$ cat src/rtl/tdm_cpu_pkg.sv
package tdm_cpu_pkg;
  typedef logic [3:0] code_t;

  localparam code_t CODE_NONE  = 4'h0;
  localparam code_t CODE_CPU   = 4'h1;
  localparam code_t CODE_PAIR4 = 4'h8;
  localparam code_t CODE_PAIR6 = 4'h9;
  localparam code_t CODE_PAIR8 = 4'hA;

  function automatic logic is_pair(code_t c);
    return (c == CODE_PAIR4) || (c == CODE_PAIR6) || (c == CODE_PAIR8);
  endfunction

  function automatic logic code_ok(code_t c);
    return (c == CODE_NONE) || (c == CODE_CPU) || is_pair(c);
  endfunction

  // selected bits of the odd slot of a pair
  function automatic logic [7:0] pair_mask(code_t c);
    case (c)
      CODE_PAIR4: return 8'h0F;
      CODE_PAIR6: return 8'h3F;
      default:    return 8'hFF;
    endcase
  endfunction
endpackage

$ cat src/rtl/tdm_cpu_cm.sv
module tdm_cpu_cm
  import tdm_cpu_pkg::*;
#(
  parameter int NSLOT = 32,
  localparam int SW    = $clog2(NSLOT),
  localparam int NPAIR = NSLOT / 2
) (
  input  logic             clk,
  input  logic             rst,
  input  logic             clr,
  input  logic             wr_en,
  input  logic [SW-1:0]    wr_slot,
  input  code_t            wr_code,
  input  logic [SW-1:0]    a_slot,
  output code_t            a_code,
  input  logic [SW-1:0]    b_slot,
  output code_t            b_code,
  output logic [NPAIR-1:0] cfg_pair
);
  code_t cm [NSLOT];

  logic accept, pair_wr;
  assign accept  = wr_en && !clr && code_ok(wr_code) && !(is_pair(wr_code) && wr_slot[0]);
  assign pair_wr = accept && is_pair(wr_code);

  always_ff @(posedge clk) begin
    if (rst || clr) begin
      for (int i = 0; i < NSLOT; i++) cm[i] <= CODE_NONE;
    end else if (accept) begin
      cm[wr_slot] <= wr_code;
      if (pair_wr) cm[{wr_slot[SW-1:1], 1'b1}] <= wr_code;
    end
  end

  assign a_code = cm[a_slot];
  assign b_code = cm[b_slot];

  always_comb begin
    cfg_pair = '0;
    if (pair_wr) cfg_pair[wr_slot[SW-1:1]] = 1'b1;
  end


  odd_reject_chk: assert property (@(posedge clk) disable iff (rst)
    (wr_en && !clr && wr_slot[0] && is_pair(wr_code)) |=> cm[$past(wr_slot)] == $past(cm[wr_slot]));


  clear_chk: assert property (@(posedge clk) disable iff (rst)
    clr |=> (cm[0] == CODE_NONE) && (cm[NSLOT-1] == CODE_NONE));
endmodule

$ cat src/rtl/tdm_cpu_tx.sv
module tdm_cpu_tx
  import tdm_cpu_pkg::*;
#(
  parameter int NSLOT = 32,
  localparam int SW = $clog2(NSLOT)
) (
  input  logic          clk,
  input  logic          rst,
  input  logic          wr_en,
  input  logic [SW-1:0] wr_slot,
  input  logic [7:0]    wr_data,
  input  logic          slot_valid,
  input  logic [SW-1:0] slot_idx,
  input  code_t         code,
  output logic          tx_valid,
  output logic [SW-1:0] tx_idx,
  output logic [7:0]    tx_byte,
  input  logic [SW-1:0] rd_slot,
  output logic [7:0]    rd_data
);
  logic [7:0] pend [NSLOT];
  logic [7:0] act  [NSLOT];

  logic       frame_start;
  logic [7:0] cur, tx_next;

  assign frame_start = slot_valid && (slot_idx == '0);
  assign cur = frame_start ? pend[0] : act[slot_idx];

  always_comb begin
    if (code == CODE_NONE)              tx_next = 8'hFF;
    else if (is_pair(code) && slot_idx[0]) tx_next = cur | ~pair_mask(code);
    else                                tx_next = cur;
  end

  always_ff @(posedge clk) begin
    if (rst) begin
      tx_valid <= 1'b0;
      tx_idx   <= '0;
      tx_byte  <= 8'hFF;
      for (int i = 0; i < NSLOT; i++) begin
        pend[i] <= '0;
        act[i]  <= '0;
      end
    end else begin
      tx_valid <= slot_valid;
      if (slot_valid) begin
        tx_idx  <= slot_idx;
        tx_byte <= tx_next;
      end
      if (frame_start)
        for (int i = 0; i < NSLOT; i++) act[i] <= pend[i];
      if (wr_en) pend[wr_slot] <= wr_data;
    end
  end

  assign rd_data = pend[rd_slot];
endmodule

$ cat src/rtl/tdm_cpu_rx.sv
module tdm_cpu_rx
  import tdm_cpu_pkg::*;
#(
  parameter int NSLOT = 32,
  localparam int SW    = $clog2(NSLOT),
  localparam int NPAIR = NSLOT / 2
) (
  input  logic             clk,
  input  logic             rst,
  input  logic             clr,
  input  logic [NPAIR-1:0] cfg_pair,
  input  logic             slot_valid,
  input  logic [SW-1:0]    slot_idx,
  input  code_t            code,
  input  logic [7:0]       rx_byte,
  input  logic [NPAIR-1:0] flag_clr,
  input  logic [SW-1:0]    rd_slot,
  output logic [7:0]       rd_data,
  output logic [NPAIR-1:0] flags
);
  logic [7:0]       hold [NSLOT];
  logic [7:0]       prev [NPAIR];
  logic [NPAIR-1:0] primed, primed_nx, set_vec;
  logic [SW-2:0]    pidx;
  logic             det, hit;
  logic [7:0]       masked;

  assign pidx   = slot_idx[SW-1:1];
  assign det    = slot_valid && slot_idx[0] && is_pair(code);
  assign masked = rx_byte & pair_mask(code);
  assign hit    = det && primed[pidx] && (masked != prev[pidx]);

  always_comb begin
    set_vec = '0;
    if (hit) set_vec[pidx] = 1'b1;
    primed_nx = primed;
    if (det) primed_nx[pidx] = 1'b1;
    primed_nx = primed_nx & ~cfg_pair;
    if (clr) primed_nx = '0;
  end

  always_ff @(posedge clk) begin
    if (rst) begin
      for (int i = 0; i < NSLOT; i++) hold[i] <= '0;
      for (int i = 0; i < NPAIR; i++) prev[i] <= '0;
      primed <= '0;
      flags  <= '0;
    end else begin
      if (slot_valid && code != CODE_NONE) hold[slot_idx] <= rx_byte;
      if (det) prev[pidx] <= masked;
      primed <= primed_nx;
      flags  <= (flags & ~flag_clr) | set_vec;
    end
  end

  assign rd_data = hold[rd_slot];


  flag_src_chk: assert property (@(posedge clk) disable iff (rst)
    (!$past(rst) && (|(flags & ~$past(flags)))) |-> $past(slot_valid && slot_idx[0] && is_pair(code)));


  flag_hold_chk: assert property (@(posedge clk) disable iff (rst)
    (!$past(rst) && (|($past(flags) & ~flags))) |-> $past(|flag_clr));
endmodule

$ cat src/rtl/tdm_cpu_chan.sv
module tdm_cpu_chan
  import tdm_cpu_pkg::*;
#(
  parameter int NSLOT = 32,
  localparam int SW    = $clog2(NSLOT),
  localparam int AW    = SW + 2,
  localparam int NPAIR = NSLOT / 2,
  localparam int NFB   = (NPAIR + 7) / 8,
  localparam int FW    = NFB * 8
) (
  input  logic             clk,
  input  logic             rst,
  input  logic             cm_clear,
  input  logic             slot_valid,
  input  logic [SW-1:0]    slot_idx,
  input  logic [7:0]       rx_byte,
  output logic             tx_valid,
  output logic [SW-1:0]    tx_idx,
  output logic [7:0]       tx_byte,
  input  logic             host_we,
  input  logic             host_re,
  input  logic [AW-1:0]    host_addr,
  input  logic [7:0]       host_wdata,
  output logic [7:0]       host_rdata,
  output logic [NPAIR-1:0] irq_flags,
  output logic             irq
);
  logic [1:0]       region;
  logic [SW-1:0]    off;
  logic             cm_we, st_we, fl_we;
  logic [NPAIR-1:0] flag_clr, cfg_pair;
  logic [FW-1:0]    flags_pad;
  logic [7:0]       pend_rd, hold_rd;
  code_t            a_code, b_code;

  assign region = host_addr[AW-1:SW];
  assign off    = host_addr[SW-1:0];
  assign cm_we  = host_we && (region == 2'd0);
  assign st_we  = host_we && (region == 2'd1);
  assign fl_we  = host_we && (region == 2'd3);

  always_comb begin
    flag_clr = '0;
    for (int p = 0; p < NPAIR; p++)
      if (fl_we && off == SW'(p / 8)) flag_clr[p] = host_wdata[p % 8];
  end

  tdm_cpu_cm #(.NSLOT(NSLOT)) u_cm (
    .clk(clk), .rst(rst), .clr(cm_clear),
    .wr_en(cm_we), .wr_slot(off), .wr_code(host_wdata[3:0]),
    .a_slot(slot_idx), .a_code(a_code),
    .b_slot(off), .b_code(b_code),
    .cfg_pair(cfg_pair)
  );

  tdm_cpu_tx #(.NSLOT(NSLOT)) u_tx (
    .clk(clk), .rst(rst),
    .wr_en(st_we), .wr_slot(off), .wr_data(host_wdata),
    .slot_valid(slot_valid), .slot_idx(slot_idx), .code(a_code),
    .tx_valid(tx_valid), .tx_idx(tx_idx), .tx_byte(tx_byte),
    .rd_slot(off), .rd_data(pend_rd)
  );

  tdm_cpu_rx #(.NSLOT(NSLOT)) u_rx (
    .clk(clk), .rst(rst), .clr(cm_clear), .cfg_pair(cfg_pair),
    .slot_valid(slot_valid), .slot_idx(slot_idx), .code(a_code),
    .rx_byte(rx_byte), .flag_clr(flag_clr),
    .rd_slot(off), .rd_data(hold_rd), .flags(irq_flags)
  );

  assign flags_pad = FW'(irq_flags);
  assign irq = |irq_flags;

  always_ff @(posedge clk) begin
    if (rst) begin
      host_rdata <= '0;
    end else if (host_re) begin
      unique case (region)
        2'd0: host_rdata <= {4'b0000, b_code};
        2'd1: host_rdata <= pend_rd;
        2'd2: host_rdata <= hold_rd;
        default: begin
          host_rdata <= '0;
          for (int k = 0; k < NFB; k++)
            if (off == SW'(k)) host_rdata <= flags_pad[k*8 +: 8];
        end
      endcase
    end
  end


  txv_follow_chk: assert property (@(posedge clk) disable iff (rst)
    slot_valid |=> (tx_valid && tx_idx == $past(slot_idx)));


  idle_tx_chk: assert property (@(posedge clk) disable iff (rst)
    (slot_valid && a_code == CODE_NONE) |=> tx_byte == 8'hFF);


  nib_pad_chk: assert property (@(posedge clk) disable iff (rst)
    (slot_valid && slot_idx[0] && a_code == CODE_PAIR4) |=> tx_byte[7:4] == 4'hF);
endmodule

$ cat config.mk
export PLATFORM = sky130hd
export DESIGN_NAME = tdm_cpu_chan
export DESIGN_NICKNAME = d
export VERILOG_FILES = /design/src/rtl/tdm_cpu_pkg.sv /design/src/rtl/tdm_cpu_cm.sv /design/src/rtl/tdm_cpu_tx.sv /design/src/rtl/tdm_cpu_rx.sv /design/src/rtl/tdm_cpu_chan.sv
export SDC_FILE = /design/constraint.sdc
export NUM_CORES = 2
export LEC_CHECK = 0
export BUFFER_PORTS_ARGS = -buffer_cell sky130_fd_sc_hd__buf_2
export CORE_MARGIN = 8
export CORE_UTILIZATION = 57
export DETAILED_ROUTE_END_ITERATION = 10
export GPL_TIMING_DRIVEN = 0
export HOLD_SLACK_MARGIN = 0.03
export PLACE_DENSITY_LB_ADDON = 0.25
export SLEW_MARGIN = 20
export SYNTH_ARGS = -nofsm -noshare
export SYNTH_HDL_FRONTEND = slang
export SYNTH_HIERARCHICAL = 1
export SYNTH_SLANG_ARGS = --single-unit
$ cat constraint.sdc
create_clock -name clk -period 7.7 [get_ports clk]
set_input_delay 0 -clock clk [delete_from_list [all_inputs] [get_ports clk]]
set_output_delay 0 -clock clk [all_outputs]
set_load 0.02 [all_outputs]
==> out/qor.csv <==
stage,metric,value,unit
clock_tree,cts_tree,yes,
critical_path,endpoint_kind,register,
clock_tree,cts_buffers,109,
critical_path,critPathMaxFanout,10,
critical_path,cpLargestDelayFamily,multiplexers,
finish,layout.cells.non_filler,4914,
critical_path,worst-path-buf-inv,2,
floorplanning,die_area,0.0991,sq mm
routing,drt_iter0_drc,4274,
run,drv_cap,0,
worst_hold_path,whs_path_depth,3,
yosys,synth_ff_type,edfxtp_1,
yosys,synth-seq-cells,1078,
placed_design,dp_hpwl,103000,um
critical_path,critPathRequiredTime,8010,ps
timing,finClkSkew,36.4,ps
pwr,p_leak,20.4,nW
yosys,ys_warn_count,6,
critical_path,crit_cells,8,
routing,drt_pass1_iterations,6,
global_route,grt_pass1_wl,207000,um
floorplanning,start_util,0.575,
routing,drtAntennaViolNets,0,
yosys,synth_seq_area_share,0.625,
clock_tree,htree_levels,3,
clock_tree,clockBufferDepth,3,
floorplanning,coreArea,0.0885,sq mm
yosys,synth_edf_count,1024,
global_route,grt_antenna_before_repair,12,
finish,area_delta_synth_final,11.7,%
pwr,total_power,13.3,mW
placed_design,io_buffers,70,
timing,tightest_slew,1170,ps
global_route,overflow,0,
critical_path,cp_common_cell,mux4_2,
routing,vias_per_cell,6.38,
placed_design,place_inst,4685,
timing,period_needed,4600,ps
timing,slew_viol_final,0,
critical_path,r2r_slack,3100,ps
critical_path,critPathLaunchType,register,
clock_tree,cts_num_sinks,1078,
clock_tree,post_cts_buffers,0,
critical_path,crit_type,register to register,
routing,vias,31300,
timing,rsz0062_at_grt,no,
pwr,powerDensity,234,mW/mm^2
finish,post-route-cell-area,0.0569,sq mm
floorplanning,chipWidth,315,um
critical_path,r2r_end,u_rx/prev[8][6]$_SDFFCE_PN0P_,
yosys,syn_area_per_cell,14.9,sq um
timing,relSlewSlack,0.220,
placed_design,place_congestion,0.978,
routing,routedWlPerCell,29.2,um
worst_hold_path,hold_path.class,primary input to register,
timing,setup_violations,0,
global_route,grt_start_max_net_pins,61,
yosys,synth_cells,3414,
run_status,outcome,completed,
critical_path,path_cells,mux4_2 > mux4_2 > mux2_2 > nand4b_1 > dlygate4sd3_1 > a21oi_1 > clkbuf_1 > a21o_1,
routing,postRouteWirelength,144000,um
finish,fin_util,0.643,
yosys,yosys.cell_types.count,65,
critical_path,max_stage_delay,600,ps
timing,hold_ws,127,ps
clock_tree,root_buffer,clkbuf_16,
floorplanning,rows,109,
clock_tree,clk_latency,690,ps
critical_path,rr_worst_depth,8,
finish,nets,3690,
yosys,async_flop_share,0,
global_route,grt_use_total,0.288,
placed_design,place_area,0.0530,sq mm
critical_path,cp_slowest_cell,dlygate4sd3_1,
routing,drcViolationCount,0,
worst_hold_path,hp-start,rx_byte[0],
yosys,netlist_area,0.0509,sq mm
global_route,first_global_vias,30900,
worst_hold_path,hold_path_end,u_rx/hold[13][0]$_SDFFCE_PN0P_,
timing,period_share,0.597,
timing,max_freq,0.218,GHz
clock_tree,clk_pin_slew,60,ps
critical_path,r2r_start,u_cm/cm[14][2]$_SDFFCE_PN0P_,
timing,hold_viol_final,0,
floorplanning,die_y,315,um
finish,drive_above_1_share,0.207,
critical_path,cp.arrival,4900,ps
floorplanning,num_io_pins,73,
pwr,ir_worst_vdd,0.000248,V
## cells in the final DEF (no fill, tap or decap), drive strengths merged, types with 54 or more instances in the layout
master | Yosys | final
nand2 | 84 | 84
o21ai | 60 | 60
mux2 | 56 | 56
nor2 | 318 | 318
or2 | 77 | 77
clkbuf | 151 | 298
nor2b | 127 | 127
mux4 | 321 | 321
buf | 92 | 167
dfxtp | 54 | 54
edfxtp | 1024 | 1024
and2 | 695 | 695
## cell usage after synthesis, types with 16 or more instances
cell type / instances / area (sq um)
and3_1: 30 / 188
mux2i_1: 46 / 460
nand3_1: 27 / 135
mux2_2: 55 / 619
mux4_2: 310 / 6980
dfxtp_1: 54 / 1080
nor2_1: 318 / 1190
o21ai_0: 49 / 245
nor3_1: 34 / 170
nand2b_1: 17 / 106
buf_2: 34 / 170
a21oi_1: 24 / 120
and2_1: 695 / 4350
or3_1: 16 / 100
nand2_1: 82 / 308
buf_1: 31 / 116
nor2b_1: 127 / 795
or2_2: 77 / 482
clkbuf_1: 151 / 567
edfxtp_1: 1024 / 30700
## where the power goes
group | switching (mW) | internal [mW]
clock network | 2.22 | 3.15
logic | 0.724 | 0.437
registers | 0.105 | 6.65
total | 3.05 | 10.2
## per-layer routing
layer | global-route usage | up-vias | wire length (um)
li1 | - | 13200 | -
met1 | 0.370 | 15800 | 52200
met5 | 0 | - | 42
met4 | 0.113 | 8 | 6380
met3 | 0.0728 | 341 | 16300
met2 | 0.472 | 1934 | 68800
## state kept, by name, indices dropped and copies added (netlist names)
signal and cells:
u_rx/hold 256, u_tx/act 256, u_tx/pend 256, u_cm/cm 128
u_rx/prev 128, u_rx/flags 16, u_rx/primed 16, host_rdata 8
u_tx/tx_byte 8, u_tx/tx_idx 5, u_tx/tx_valid 1
## worst reg2reg max path: cells and delay by family (launching register included)
kind | cells | cell delay [ps]
simple gates | 1 | 270
compound gates | 2 | 990
mux | 3 | 1450
buf+inv | 2 | 1090
flops | 1 | 410
## cells by family after synthesis
kind of cell,count (synthesis),share of synthesized area
other cells,1,0.0000737
flops,1078,0.625
mux,423,0.164
xor+xnor,14,0.00241
compound gates,177,0.0242
simple gates,1475,0.162
buf+inv,246,0.0222
## what timing repair did
item,CTS,global route
gates resized for setup,0,0
hold buffers,25,0
endpoints found under the hold margin,76,0
## layout make-up
type / instances / area (sq um)
Timing Repair Buffer: 100 / 716
Multi-Input combinational cell: 2121 / 18100
Fill cell: 6276 / 31600
Tap cell: 1165 / 1460
Buffer: 243 / 1120
Inverter: 3 / 11.3
Sequential cell: 1078 / 31800
Antenna cell: 4 / 10.0
Clock inverter: 53 / 569
Clock buffer: 147 / 3070
## worst max-delay path by stage
stage | startpoint | end | slack (ps)
final | u_cm/cm[14][2]$_SDFFCE_PN0P_ | u_rx/prev[8][6]$_SDFFCE_PN0P_ | 3100
after floorplan | rst | u_tx/act[0][0]$_SDFFCE_PN0P_ | 90
after global placement | rst | u_tx/act[14][5]$_SDFFCE_PN0P_ | -3650
after detailed placement | slot_idx[2] | u_rx/flags[1]$_SDFF_PP0_ | 2830
after CTS | u_cm/cm[14][2]$_SDFFCE_PN0P_ | u_rx/prev[1][5]$_SDFFCE_PN0P_ | 3150
after global routing | u_cm/cm[22][2]$_SDFFCE_PN0P_ | u_rx/prev[8][0]$_SDFFCE_PN0P_ | 3030
## through the flow
stage               setup TNS (ps)  worst slack [ps]
floorplan                        0              91.2
global placement           -928890             -3650
detailed placement               0              2830
CTS                              0              3150
global route                     0              3030
finish                           0              3100
(Power assumes the default switching activity.)
